$ cat src/rtl/gp_timer.sv
module gp_timer #(
  parameter int HW = 16
) (
  input  logic          clk,
  input  logic          rst_n,
  input  logic [2:0]    cfg,
  input  logic [3:0]    mode_a,
  input  logic [3:0]    mode_b,
  input  logic [15:0]   ctl,
  input  logic [HW-1:0] load_a,
  input  logic [HW-1:0] load_b,
  input  logic [HW-1:0] match_a,
  input  logic [HW-1:0] match_b,
  input  logic          pin_a,
  input  logic          pin_b,
  output logic [HW-1:0] cnt_a,
  output logic [HW-1:0] cnt_b,
  output logic [HW-1:0] cap_a,
  output logic [HW-1:0] cap_b,
  output logic          to_a,
  output logic          to_b,
  output logic          ev_a,
  output logic          ev_b,
  output logic          pwm_a,
  output logic          pwm_b
);
  localparam int W = 2 * HW;

  logic               split;
  logic [1:0][HW-1:0] cnt, cap, ld, mt;
  logic [1:0][3:0]    md;
  logic [1:0][1:0]    esel;
  logic [1:0]         en, inv, armed, to, ev, hit, s1, s2, s3;
  logic [W-1:0]       wcnt, wld;
  logic               wrun;

  assign split = cfg == 3'd4;
  assign md    = {mode_b, mode_a};
  assign ld    = {load_b, load_a};
  assign mt    = {match_b, match_a};
  assign en    = {ctl[8], ctl[0]};
  assign inv   = {ctl[14], ctl[6]};
  assign esel  = {ctl[11:10], ctl[3:2]};
  assign wcnt  = {cnt[1], cnt[0]};
  assign wld   = {load_b, load_a};
  assign wrun  = en[0] & armed[0];

  always_comb begin
    for (int i = 0; i < 2; i++) begin
      case (esel[i])
        2'b00:   hit[i] = s2[i] & ~s3[i];
        2'b01:   hit[i] = ~s2[i] & s3[i];
        2'b11:   hit[i] = s2[i] ^ s3[i];
        default: hit[i] = 1'b0;
      endcase
    end
  end

  always_ff @(posedge clk or negedge rst_n) begin
    if (!rst_n) begin
      cnt   <= '0;
      cap   <= '0;
      armed <= '1;
      to    <= '0;
      ev    <= '0;
      s1    <= '0;
      s2    <= '0;
      s3    <= '0;
    end else begin
      s1 <= {pin_b, pin_a};
      s2 <= s1;
      s3 <= s2;
      to <= '0;
      ev <= '0;
      for (int i = 0; i < 2; i++)
        if (!en[i]) armed[i] <= 1'b1;
      if (!split) begin
        if (!wrun) {cnt[1], cnt[0]} <= wld;
        else if (wcnt == '0) begin
          to[0] <= 1'b1;
          if (md[0][1:0] == 2'd1) armed[0] <= 1'b0;
          else {cnt[1], cnt[0]} <= wld;
        end else {cnt[1], cnt[0]} <= wcnt - 1'b1;
      end else begin
        for (int i = 0; i < 2; i++) begin
          if (!(en[i] && armed[i]) || (md[i][1:0] == 2'd0 && !md[i][3]))
            cnt[i] <= ld[i];
          else if (md[i][3] || md[i][1:0] == 2'd2 || (md[i][1:0] == 2'd3 && md[i][2])) begin
            if (cnt[i] == '0) begin
              to[i]  <= 1'b1;
              cnt[i] <= ld[i];
            end else cnt[i] <= cnt[i] - 1'b1;
            if (!md[i][3] && md[i][1:0] == 2'd3 && hit[i]) begin
              cap[i] <= cnt[i];
              ev[i]  <= 1'b1;
            end
          end else if (md[i][1:0] == 2'd1) begin
            if (cnt[i] == '0) begin
              to[i]    <= 1'b1;
              armed[i] <= 1'b0;
            end else cnt[i] <= cnt[i] - 1'b1;
          end else if (hit[i]) begin
            if (cnt[i] == '0) begin
              ev[i]  <= 1'b1;
              cnt[i] <= ld[i];
            end else cnt[i] <= cnt[i] - 1'b1;
          end
        end
      end
    end
  end

  assign cnt_a = cnt[0];
  assign cnt_b = cnt[1];
  assign cap_a = cap[0];
  assign cap_b = cap[1];
  assign to_a  = to[0];
  assign to_b  = to[1];
  assign ev_a  = ev[0];
  assign ev_b  = ev[1];
  assign pwm_a = split & md[0][3] & ((cnt[0] > mt[0]) ^ inv[0]);
  assign pwm_b = split & md[1][3] & ((cnt[1] > mt[1]) ^ inv[1]);


  periodic_reload_chk: assert property (@(posedge clk) disable iff (!rst_n)
    (to_a && $past(split && md[0][1:0] == 2'd2 && !md[0][3])) |-> cnt_a == $past(load_a));


  oneshot_halt_chk: assert property (@(posedge clk) disable iff (!rst_n)
    (to_b && $past(split && md[1][1:0] == 2'd1 && !md[1][3])) |-> cnt_b == '0);


  capture_with_event_chk: assert property (@(posedge clk) disable iff (!rst_n)
    !$stable(cap_a) |-> ev_a);


  event_needs_capture_mode_chk: assert property (@(posedge clk) disable iff (!rst_n)
    ev_b |-> $past(split && md[1][1:0] == 2'd3 && !md[1][3]));


  wide_quiet_b_chk: assert property (@(posedge clk) disable iff (!rst_n)
    $past(!split) |-> (!to_b && !ev_b));
endmodule

$ cat config.mk
export PLATFORM = sky130hd
export DESIGN_NAME = gp_timer
export DESIGN_NICKNAME = d
export VERILOG_FILES = /design/src/rtl/gp_timer.sv
export SDC_FILE = /design/constraint.sdc
export NUM_CORES = 1
export LEC_CHECK = 0
export BUFFER_PORTS_ARGS = -buffer_cell sky130_fd_sc_hd__buf_2
export CORE_MARGIN = 2
export CORE_UTILIZATION = 35
export CTS_CLUSTER_DIAMETER = 60
export DETAILED_ROUTE_END_ITERATION = 10
export GPL_TIMING_DRIVEN = 0
export PLACE_DENSITY_LB_ADDON = 0.25
export REMOVE_ABC_BUFFERS = 1
export SYNTH_ARGS = -nofsm -noshare
export SYNTH_HDL_FRONTEND = slang
export SYNTH_SLANG_ARGS = --single-unit
$ cat constraint.sdc
create_clock -name clk -period 2.6 [get_ports clk]
set_input_delay 0.52 -clock clk [delete_from_list [all_inputs] [get_ports clk]]
set_output_delay 0.52 -clock clk [all_outputs]
set_load 0.01 [all_outputs]
Word level (Yosys, flattened, before mapping). Cells that the tools add are included.

Output and inout port bits: 70. Memories kept: 0. Flip-flop bits (word level): 76. Latch bits: 0. Bits in read-only memories: 0. Memory bits (writable): 0. Input bits: 95.

Equal/unequal tests: 16. Reduce and logical (&&, ||, !) cells: 31. Divide/modulo/power cells: 0. Shift operators: 0. Multiplexer cells: 56. Bitwise gates (word level): 19. Multipliers: 0. $lt $le $gt $ge: 2. Add/subtract/negate cells: 3.

Operators with widths (count): 2-to-1 mux 16 bit (12); 2-to-1 mux 32 bit (4); 2-to-1 mux 1 bit (37); > comparator 16 bit (2); zero test 16 bit (2); zero test 32 bit (1); subtractor 16 x 1 -> 16 bit, second input constant (2); subtractor 32 x 1 -> 32 bit, second input constant (1); equality test 2 bit, second input constant (6); logical AND 1 bit (10); != test 5 x 1 -> 1 bit, second input constant (2); != test 5 bit, second input constant (2); AND 1 bit (9); equality test 2 x 1 -> 1 bit, second input constant (4); zero test 2 bit (4); AND reduction 4 bit (2); logical OR 1 bit (6); NOT 1 bit (6); one-hot mux 1 bit (3 select lines) (2); AND reduction 3 bit (2); zero test 1 bit (4); != test 4 bit, second input constant (1); XOR 1 bit (4); equality test 3 bit, second input constant (1); 2-to-1 mux 2 bit (1).

Logic depth before layout (Yosys ltp).
Depth in word-level cells: 8. Depth in mapped cells: 11. Gate-level depth less buffers: 9.

Worst setup path before layout. No wires, ideal clock.

Kind: flip-flop to flip-flop. Start point: reg cnt (netlist bit cnt_b[0]). End point: reg cnt (netlist bit cnt_b[8]). Path buffers: 2. Slack: 8 ps. Data arrival time: 2471 ps. Stages on the path, launching flop included: 12. Library setup time: 121 ps. Cell sequence: dfrtp_1 > inv_1 > ha_1 > nor4b_1 > and4_1 > a21oi_1 > clkbuf_1 > nor2_1 > buf_2 > a32oi_1 > o21ai_0 > a22o_1.

Word-level cells in the longest chain between the ends: 7. Elaborated cells on any way between the ends: 16. Classes of those cells: 2 x add/sub; 2 x eq/ne; 9 x mux; 3 x reduce/logical.

RTL lines: start: declaration (line 30) `logic [1:0][HW-1:0] cnt, cap, ld, mt;`; start signal: indexed assignment (line 87) `cnt[i] <= ld[i];`; start signal: indexed assignment (line 91) `cnt[i] <= ld[i];`; start signal: indexed assignment (line 92) `end else cnt[i] <= cnt[i] - 1'b1;`; subtractor 16 x 1 -> 16 bit or zero test 16 bit (tied branches); 2-to-1 mux 16 bit (line 89, 103); 2-to-1 mux 16 bit (line 102) `end else if (hit[i]) begin`; 2-to-1 mux 16 bit (line 97) `end else if (md[i][1:0] == 2'd1) begin`; 2-to-1 mux 16 bit (line 88) `else if (md[i][3] || md[i][1:0] == 2'd2 || (md[i][1:0] == 2'd3 && md[i][2])) begin`; 2-to-1 mux 16 bit (line 86) `if (!(en[i] && armed[i]) || (md[i][1:0] == 2'd0 && !md[i][3]))`; 2-to-1 mux 32 bit (line 77) `if (!split) begin`.

Several ways; a longest one is shown, not always the timed one. The select of a mux whose other input is x is not followed. A chain may end at the register's enable or synchronous reset.

Worst setup path after layout.
Start point: reg cnt (netlist bit cnt_a[14]). End point: out pwm_a.

Word-level cells in the longest chain between the ends: 3.

RTL lines: > comparator 16 bit (line 121) `assign pwm_a = split & md[0][3] & ((cnt[0] > mt[0]) ^ inv[0]);`; XOR 1 bit (line 121); AND 1 bit (line 121); end: declaration (line 24) `output logic pwm_a,`.

Every way passes these cells.

==> results by group <==
Logic synthesis
  – Post-synthesis mux area share: 0.0746
  – Post-Synth Simple-Gate Area: 0.201
  – Ys flop type: dfrtp_1
  – Synth Area in XOR/XNOR: 0.00173
  – Post-Synthesis Cell Area: between 5000 and 6000 µm²
  – Top-area cell type share of the netlist area: 0.365
  – Adder-cell share of the synthesized area: 0.0988
  – Synth top cells by count: 74 x dfrtp_1, 47 x a21oi_1, 45 x nor2_1
  – Synth area leaders: dfrtp_1 37%, ha_1 9.9%, mux2_2 5.6%
  – Ys Warns: 0
  – Area leader, netlist: dfrtp_1
  – Cells after Synth: roughly 570
  – Avg Inst Size Synth: 8.95 µm²
  – Register area share after synthesis: 0.376
  – Largest family of logic cells by synthesized area: simple AND/OR/NAND/NOR gates
  – #FFs+latches synth: 76
  – Post-synth EDFFs: 0
  – Async SR Flop Fraction: 1.00
  – Library cells used by synthesis: 65
  – Count leader, synth: dfrtp_1
  – Synth Area in Compound Gates: 0.199

Detailed routing
  – Wire per inst: 18.2 µm
  – Vias after detailed routing: 5273
  – Pre-antenna DRT Iters: 5
  – Routed vias/inst: around 5.5
  – Routed wire length: 17400 µm
  – Detailed-route DRC error count: 0
  – DRT antenna net count: 0
  – Number of DRC markers in iteration 0: 297

Clock tree
  – H-tree Lvls: 3
  – TritonCTS clock tree: done
  – CTS Sinks: 76
  – CTS Root Cell: clkbuf_16
  – CTS Hold Bufs: 0
  – Cts bufs inserted: 9
  – CTS Buffer Depth: 2
  – Skew-Pair Late Insertion Delay: 0.34 ns
  – Clock transition at the registers of the reported paths: around 0.070 ns

Power
  – NetSw: approximately 0.0013 W
  – Switching Fraction: 0.328
  – Flop pwr share: 0.356
  – LEAKAGE: 3.60 nW
  – Comb pwr share: 0.296
  – PD cells: between 500 and 600 nW/µm²
  – Peak VDD IR: about 0.28 mV
  – Clock network power share: 0.349
  – Pint: approximately 0.0027 W

Worst setup path
  – Crit path max-delay family: simple AND/OR/NAND/NOR gates
  – CP Data Required Time: around 2.1 ns
  – Slowest stage cell, crit path: dfrtp_2
  – Worst Path Max Fanout: 2
  – CP cell instances: ha_4 -> nand4_1 -> or2_4 -> or3_4 -> o21ai_4 -> mux2i_1 -> buf_2
  – Buffers & Inverters on Critical Path: 1
  – CP Capture Type: output port
  – Crit start category: flip-flop
  – Slowest stage delay, CP: approximately 0.44 ns
  – Crit Path Category: flip-flop to output port
  – Crit path DAT: roughly 2.2 ns

Timing
  – Min Tclk post-route: about 2.7 ns
  – Final Hold Fails: 0
  – Fmax: between 0.3 and 0.4 GHz
  – Final setup violation count: 3
  – RSZ-0062 raised after global routing: true
  – Max-Slew Margin vs Limit: 0.532
  – Fin crit share: 1.05
  – Actual slew at the worst max-slew pin: ~0.7 ns
  – Final worst slack: -0.140 ns
  – Max-slew violations: 0
  – Clock Skew: roughly 0.010 ns

Cells and area
  – Area Overhead vs Synth: 46.5%
  – Finished Layout Cells: about 960
  – Ant diodes: 0
  – Layout cells sized above 1: 0.463
  – # nets final: between 900 and 1k
  – Final core utilization: 0.531

Floorplanning
  – Starting Density: 0.362
  – Rows: 43
  – Die area: between 15000 and 20000 µm²
  – DIE HEIGHT: roughly 120 µm
  – I/O pin total: 165
  – Core Region: 14000 µm²
  – Die X: between 100 and 150 µm

Placement
  – Pre-CTS setup slack: -1.13 ns
  – I/O Buffers: between 150 and 200
  – GP Congestion: about 0.85
  – Post-DP HPWL: about 12000 µm
  – Placed Cells: about 900

Global route
  – Total gr overflow: 0
  – Vias in the first global route: around 5.2k
  – Global router's overall resource usage: 0.213
  – Antenna violations before repair: 2
  – Largest net degree at the start of global routing: 43
  – First-pass GRT wire length: 26700 µm

Run status
  – Failing checks: negative setup slack
  – Status: finished with violations

Job
  – Total of max-cap violations: 0

Hold path
  – Hold Crit Class: primary input to async pin
==> power groups by stage <==
stage          combinational, W  clock, W  sequential (W)
6_report                0.00119   0.00141         0.00144
5_1_grt                 0.00131   0.00151         0.00145
4_1_cts                 0.00106   0.00143         0.00142
3_5_place_dp           0.000834         0         0.00149
3_3_place_gp           0.000795         0         0.00148
2_1_floorplan          0.000466         0         0.00148
==> layer usage <==
| metal | vias up | global-route usage | part of all wire |
|---|---|---|---|
| li1 | 2509 | - | - |
| met1 | 2551 | 0.268 | 0.42 |
| met2 | 189 | 0.364 | 0.50 |
| met3 | 20 | 0.0546 | 0.061 |
| met4 | 4 | 0.0582 | 0.014 |
| met5 | - | 0 | 0.0020 |
==> path summary, 6_finish.rpt <==
| path | startpoint | to | slack (ns) | depth (start not counted) |
|---|---|---|---|---|
| max | cnt_a[14] | pwm_a | -0.14 | 7 |
| min | rst_n | cap_b[0] | 0.15 | 1 |
| max reg2reg | cnt_a[9] | cnt_b[9] | -0.03 | 8 |
| min reg2reg | s1[0] | s2[0] | 0.35 | 0 |
| max in group asynchronous | rst_n | armed[1] | 1.82 | 2 |
| min in group clk | pin_b | s1[1] | 0.29 | 1 |
==> area by class of cell <==
class                   count  area (µm²)
inverters                  42         166
well taps                 180         225
repair buffers            211        1320
multi-input cells         431        3450
flip-flops and latches     76        1940
clock inverters             5        83.8
clock buffers              11         243
fillers                  1272        6570
==> flip-flops by register name, summed over array words and instances, names as in the netlist <==
signal	cells
cnt_b	16
cnt_a	16
s1	2
s2	2
cap_b	16
to	2
armed	2
cap_a	16
ev	2
s3	2
==> logic make-up after synthesis <==
group                      after synthesis
xor gates and xnor gates                 1
adders and majority gates               40
and+or+nand+nor                        185
muxes                                   34
buffers and inverters                   61
AOI/OAI and AO/OA                      169
DFF                                     76
==> what timing repair did <==
item,4_1_cts,5_1_grt
setup endpoints to repair,67,43
gates cloned,1,3
pin swaps,18,10
resized for setup,76,55
setup buffers,33,18
==> worst register-to-register path, delay by kind of cell, from the launching register on <==
family	cells	cell delay, ns
DFF	1	0.44
AOI/OAI and AO/OA	2	0.33
and+or+nand+nor	5	1.62
buffers and inverters	1	0.15
==> layout by cell type, fill, tap and decap left out, drive strengths merged, types with 3 or more instances in the layout <==
cell      synthesis  final
a21o             14     14
a21oi            48     48
a22oi             3      3
a31oi             5      5
and2              3      3
buf              10    210
clkbuf            9     12
clkinvlp          0      3
dfrtp            74     74
ha               40     40
inv              42     41
mux2             30     30
mux2i             4      4
nand2            35     35
nand3            11     11
nand3b            4      4
nand4            10     10
nor2             45     46
nor2b             4      4
nor3             18     18
nor3b             9      9
nor4             13     13
nor4b             3      3
o21a              5      5
o21ai            61     61
o22ai             9      9
or2               7      7
or3               5      5
or4               6      6
==> through the flow <==
stage | area [µm²] | TNS [ns] | power, W | hold WS [ns]
after detailed placement | 6050 | -50.06 | 0.00233 | 0.335
after global routing | 7420 | -1.83 | 0.00427 | 0.184
after floorplan | 4980 | -8.43 | 0.00194 | 0.224
after global placement | 5980 | -47.54 | 0.00228 | 0.333
final | 7420 | -0.265 | 0.00404 | 0.148
after CTS | 6970 | -0.283 | 0.00390 | 0.161
Power figures use the tool's default switching activity.
